==> src/rtl/cpg_pkg.sv <==
package cpg_pkg;
  localparam int ADDR_W = 3;

  typedef enum logic [ADDR_W-1:0] {
    A_SYSDIV = 3'd0,
    A_BUSEN  = 3'd1,
    A_PERA   = 3'd2,
    A_PERB   = 3'd3,
    A_SSPDIV = 3'd4,
    A_LCDDIV = 3'd5
  } cpg_addr_e;

  typedef struct packed {
    logic dma;
    logic rtc;
    logic uart;
    logic ssp;
    logic lcd;
  } cpg_en_t;
endpackage

==> src/rtl/cpg_regs.sv <==
module cpg_regs
  import cpg_pkg::*;
#(
  parameter int DW     = 8,
  parameter int DATA_W = 16
) (
  input  logic              clk,
  input  logic              rst_n,
  input  logic              wr_en,
  input  logic [ADDR_W-1:0] wr_addr,
  input  logic [DATA_W-1:0] wr_data,
  output logic [DW-1:0]     sys_div,
  output logic [DW-1:0]     ssp_div,
  output logic [DW-1:0]     lcd_div,
  output cpg_en_t           en
);
  always_ff @(posedge clk or negedge rst_n) begin
    if (!rst_n) begin
      sys_div <= '0;
      ssp_div <= '0;
      lcd_div <= '0;
      en      <= '0;
    end else if (wr_en) begin
      case (cpg_addr_e'(wr_addr))
        A_SYSDIV: sys_div <= wr_data[DW-1:0];
        A_BUSEN:  en.dma  <= wr_data[0];
        A_PERA: begin
          en.rtc  <= wr_data[0];
          en.uart <= wr_data[1];
        end
        A_PERB: begin
          en.ssp <= wr_data[0];
          en.lcd <= wr_data[1];
        end
        A_SSPDIV: ssp_div <= wr_data[DW-1:0];
        A_LCDDIV: lcd_div <= wr_data[DW-1:0];
        default: ;
      endcase
    end
  end
endmodule

==> src/rtl/cpg_divider.sv <==
module cpg_divider #(
  parameter int W = 8
) (
  input  logic         clk,
  input  logic         rst_n,
  input  logic         run,
  input  logic         adv,
  input  logic [W-1:0] div_in,
  output logic         strobe,
  output logic         at_term
);
  logic [W-1:0] cnt;
  logic [W-1:0] cur;

  // Last count of a period: a divisor of 0 behaves as 1.
  function automatic logic [W-1:0] last_count(input logic [W-1:0] n);
    return (n == '0) ? '0 : n - W'(1);
  endfunction

  assign at_term = (cnt == last_count(cur));
  assign strobe  = run & adv & at_term;

  always_ff @(posedge clk or negedge rst_n) begin
    if (!rst_n) begin
      cnt <= '0;
      cur <= '0;
    end else if (!run) begin
      cnt <= '0;
      cur <= div_in;
    end else if (adv) begin
      if (at_term) begin
        cnt <= '0;
        cur <= div_in;
      end else begin
        cnt <= cnt + W'(1);
      end
    end
  end
endmodule

==> src/rtl/cpg_wrap_tick.sv <==
module cpg_wrap_tick #(
  parameter int CW = 15
) (
  input  logic clk,
  input  logic rst_n,
  input  logic run,
  input  logic adv,
  output logic strobe
);
  logic [CW-1:0] cnt;

  assign strobe = run & adv & (&cnt);

  always_ff @(posedge clk or negedge rst_n) begin
    if (!rst_n)       cnt <= '0;
    else if (!run)    cnt <= '0;
    else if (adv)     cnt <= cnt + CW'(1);
  end
endmodule

==> src/rtl/clk_prescale_gate.sv <==
module clk_prescale_gate
  import cpg_pkg::*;
#(
  parameter int DW       = 8,
  parameter int DATA_W   = 16,
  parameter int RTC_BITS = 15
) (
  input  logic              clk,
  input  logic              rst_n,
  input  logic              wr_en,
  input  logic [ADDR_W-1:0] wr_addr,
  input  logic [DATA_W-1:0] wr_data,
  input  logic              xtal_tick,
  input  logic              slow_tick,
  output logic              sys_ce,
  output logic              dma_ce,
  output logic              ssp_ce,
  output logic              lcd_ce,
  output logic              uart_ce,
  output logic              rtc_ce
);
  logic [DW-1:0] sys_div, ssp_div, lcd_div;
  cpg_en_t       en;

  // Named internal events for the checker
  logic ssp_run, lcd_run, rtc_run, uart_run, dma_run;
  logic sys_term, ssp_term, lcd_term;

  cpg_regs #(.DW(DW), .DATA_W(DATA_W)) u_regs (
    .clk(clk), .rst_n(rst_n), .wr_en(wr_en), .wr_addr(wr_addr),
    .wr_data(wr_data), .sys_div(sys_div), .ssp_div(ssp_div),
    .lcd_div(lcd_div), .en(en)
  );

  assign ssp_run  = en.ssp;
  assign lcd_run  = en.lcd;
  assign rtc_run  = en.rtc;
  assign uart_run = en.uart;
  assign dma_run  = en.dma;

  cpg_divider #(.W(DW)) u_sys (
    .clk(clk), .rst_n(rst_n), .run(1'b1), .adv(1'b1),
    .div_in(sys_div), .strobe(sys_ce), .at_term(sys_term)
  );

  cpg_divider #(.W(DW)) u_ssp (
    .clk(clk), .rst_n(rst_n), .run(ssp_run), .adv(sys_ce),
    .div_in(ssp_div), .strobe(ssp_ce), .at_term(ssp_term)
  );

  cpg_divider #(.W(DW)) u_lcd (
    .clk(clk), .rst_n(rst_n), .run(lcd_run), .adv(sys_ce),
    .div_in(lcd_div), .strobe(lcd_ce), .at_term(lcd_term)
  );

  cpg_wrap_tick #(.CW(RTC_BITS)) u_rtc (
    .clk(clk), .rst_n(rst_n), .run(rtc_run), .adv(slow_tick),
    .strobe(rtc_ce)
  );

  assign dma_ce  = sys_ce & dma_run;
  assign uart_ce = xtal_tick & uart_run;
endmodule

==> config.mk <==
export PLATFORM = sky130hd
export DESIGN_NAME = clk_prescale_gate
export DESIGN_NICKNAME = d
export VERILOG_FILES = /design/src/rtl/cpg_pkg.sv /design/src/rtl/cpg_regs.sv /design/src/rtl/cpg_divider.sv /design/src/rtl/cpg_wrap_tick.sv /design/src/rtl/clk_prescale_gate.sv
export SDC_FILE = /design/constraint.sdc
export NUM_CORES = 1
export LEC_CHECK = 0
export BUFFER_PORTS_ARGS = -buffer_cell sky130_fd_sc_hd__buf_2
export CORE_ASPECT_RATIO = 1.4
export CORE_MARGIN = 2
export CORE_UTILIZATION = 45
export CTS_BUF_LIST = sky130_fd_sc_hd__clkbuf_8
export CTS_CLUSTER_DIAMETER = 50
export DETAILED_ROUTE_END_ITERATION = 6
export PLACE_DENSITY = 0.7
export SLEW_MARGIN = 20
export SYNTH_ARGS = -nofsm -noshare
export SYNTH_HDL_FRONTEND = slang
export SYNTH_SLANG_ARGS = --single-unit
==> constraint.sdc <==
create_clock -name clk -period 7.49 [get_ports clk]
set_input_delay 0.749 -clock clk [delete_from_list [all_inputs] [get_ports clk]]
set_output_delay 0.749 -clock clk [all_outputs]
set_load 0.1 [all_outputs]
==> results.json <==
{
  "synth-edff-count": 0,
  "grt-ovfl-total": 0,
  "slew_viol_final": 0,
  "reg2reg_depth": 11,
  "antenna_found_initial": 0,
  "htree_levels": 3,
  "place_area_um2": 5280,
  "final_hold_viol_count": 0,
  "regToRegStartpoint": "u_sys.cur[0]",
  "whs_ns": 0.281,
  "yosys_most_used_dff": "dfrtp_1",
  "worst_pin_slew_ns": 1.04,
  "dpl.cell_count": 649,
  "grtUsageTotal_pct": 18.0,
  "total_leakage_power_nw": 2.34,
  "ys_types": 63,
  "critPathArrivalTime_ns": 3.81,
  "crit_type": "reg2out",
  "ys_seq_area_share_pct": 45.0,
  "insertion_delay_ns": 0.37,
  "diodes": 0,
  "rrSetupSlack_ns": 3.76,
  "cts-root-buf": "clkbuf_8",
  "min_path_type": "in2async",
  "rows": 46,
  "maxCapViolations": 0,
  "drt_iter0_markers": 225,
  "status": "complete, no violations",
  "cts_num_sinks": 92,
  "ys_seq_elements": 92,
  "num_vias": 3795,
  "viasPerCell": 5.72,
  "final_core_util_pct": 48.9,
  "endpoint_kind": "output port",
  "rsz0062_at_grt": "false",
  "wl_um": 10300,
  "gp_congestion": 0.866,
  "remaining_drc_errors": 0,
  "ys_async_sr_fraction_pct": 100,
  "fin_crit_ns": 4.56,
  "fin_setup_tns_ns": 0,
  "avgRoutedWirePerCell_um": 15.5,
  "final_nets": 547,
  "clk_path_buf_depth": 2,
  "drive_gt1_share_pct": 17.7,
  "grt_pass1_vias": 3609,
  "ioPinCount": 30,
  "post_cts_resized": 0,
  "postRouteAntennaNets": 0,
  "holdBufCountCts": 0,
  "skew_ns": 0.0161,
  "fin_cells": 664,
  "finalSetupViolCount": 0,
  "grt_first_pass_wirelength_um": 17600,
  "netlist_area_um2": 5120,
  "drt_first_pass_iters": 4,
  "fin_area_um2": 5480,
  "yosysWarnings": 0,
  "fp.coreArea_um2": 11200,
  "synthCells": 513,
  "fin_crit_sh_pct": 60.9,
  "die_x_um": 94.1,
  "avgSynthCellArea_um2": 9.98,
  "synthToLayoutAreaGrowth_pct": 7.14,
  "r2r-end": "u_lcd.cnt[6]",
  "start_util_pct": 45.6,
  "dp.final_hpwl_um": 7290,
  "endpoint": "sys_ce",
  "critPathLaunch": "u_sys.cur[0]",
  "worstPathMaxFanout": 29,
  "cts_buffers": 9,
  "synthesis.nets": 544,
  "startpoint_type": "flop",
  "irDropWorstVdd_uv": 233,
  "dieArea_um2": 12300,
  "grt_max_degree": 68,
  "max_slew_margin_pct": 30.0,
  "cp.required_ns": 6.74,
  "clk_pin_slew_worst_paths_ns": 0.09,
  "fp.dieH_um": 130,
  "power_density_nw_per_um2": 304,
  "cts_setup_buffers": 0,
  "fmax_mhz": 219,
  "io_buffer_count": 21,
  "cts_tree": "yes"
}
[worst max-delay path, stage by stage (launching register included)]
cell      delay, ns
dfrtp_1        0.44
inv_1          0.09
ha_1           0.23
nor4b_1        0.42
and2_1         0.32
a221oi_1       0.13
a22oi_1        0.24
nand3_2        0.56
inv_1          0.18
buf_4          0.32
buf_2          0.50
[Yosys cell counts, types with 5 or more instances]
cell type	n	share of area, %
nand3b_1	5	0.73
nand2_1	46	3.4
o311ai_0	6	1.0
clkbuf_1	21	1.5
and2_1	18	2.2
xnor2_1	27	4.6
nand4_1	11	1.3
and3_1	9	1.1
dfrtp_1	92	45
a21oi_1	11	1.1
inv_1	17	1.2
o21ai_0	11	1.1
nor3_1	16	1.6
nor2_1	22	1.6
or3_1	7	0.86
or4_1	8	1.2
mux2_2	44	9.7
a31oi_1	6	0.73
nor4_1	5	0.61
ha_1	7	1.7
xor2_1	7	1.2
nor2b_1	6	0.73
nand3_1	37	3.6
[per-stage QoR]
step | setup slack (ns) | power [mW]
6_report | 2.93 | 1.67
5_1_grt | 2.68 | 1.79
4_1_cts | 2.90 | 1.68
3_5_place_dp | 3.31 | 1.33
3_3_place_gp | 3.36 | 1.30
2_1_floorplan | 2.41 | 1.21
[power breakdown]
group,internal [mW],switching [mW]
Clock,0.170,0.172
Sequential,0.603,0.153
Combinational,0.278,0.292
Total,1.05,0.616
[flip-flops by register name, indices dropped and copies added (netlist names)]
| signal | flops |
|---|---|
| u_ssp.cur | 8 |
| u_regs.en | 5 |
| u_regs.lcd_div | 8 |
| u_lcd.cnt | 8 |
| u_ssp.cnt | 8 |
| u_regs.sys_div | 8 |
| u_regs.ssp_div | 8 |
| u_sys.cnt | 8 |
| u_lcd.cur | 8 |
| u_sys.cur | 8 |
| u_rtc.cnt | 15 |
[area by class of cell]
type                            instances  area [µm²]
Fill cell                            1050        5740
Tap cell                              144         180
Sequential cell                        92        2300
Multi-Input combinational cell        372        2610
Inverter                               18        67.6
Clock buffer                           11         151
Timing Repair Buffer                   23         123
Clock inverter                          4        50.0
[logic make-up (layout without fill, tap and decap cells)]
| family | Yosys count | after routing | share of synthesized area [%] |
|---|---|---|---|
| simple gates | 216 | 216 | 23.0 |
| mux | 46 | 46 | 10.1 |
| compound gates | 68 | 68 | 9.80 |
| fa+ha+maj | 7 | 7 | 1.71 |
| xor+xnor | 35 | 35 | 6.28 |
| flops | 92 | 92 | 45.0 |
| buf+inv | 49 | 56 | 4.13 |
[cell usage in the layout, fill, tap and decap left out, types with 7 or more instances in the layout]
cell | netlist | routed
dfrtp_1 | 92 | 92
and2_1 | 18 | 18
nor2_1 | 22 | 22
buf_2 | 3 | 20
xor2_1 | 7 | 7
inv_1 | 17 | 18
mux2_2 | 44 | 44
or3_1 | 7 | 7
or4_1 | 8 | 8
clkbuf_8 | 0 | 11
a21oi_1 | 11 | 11
nand4_1 | 11 | 11
nand3_1 | 37 | 37
nor3_1 | 16 | 16
xnor2_1 | 27 | 27
nand2_1 | 46 | 46
and3_1 | 9 | 9
o21ai_0 | 11 | 11
ha_1 | 7 | 7
[worst min path at each step]
stage | start | endpoint | slack (ns) | cells after the start
after floorplan | u_regs.sys_div[2] | u_sys.cur[2] | 0.43 | 2
after global placement | u_regs.sys_div[4] | u_sys.cur[4] | 0.45 | 2
after detailed placement | u_regs.sys_div[5] | u_sys.cur[5] | 0.46 | 2
after CTS | rst_n | u_lcd.cnt[5] | 0.29 | 1
after global routing | rst_n | u_lcd.cnt[5] | 0.30 | 1
final | rst_n | u_lcd.cnt[5] | 0.28 | 1
[per-layer routing]
metal	wire length (µm)	track usage, %
met5	0	0
met4	193	5.71
met3	301	3.75
met2	5340	30.6
met1	4480	23.2
Power figures use the tool's default switching activity.
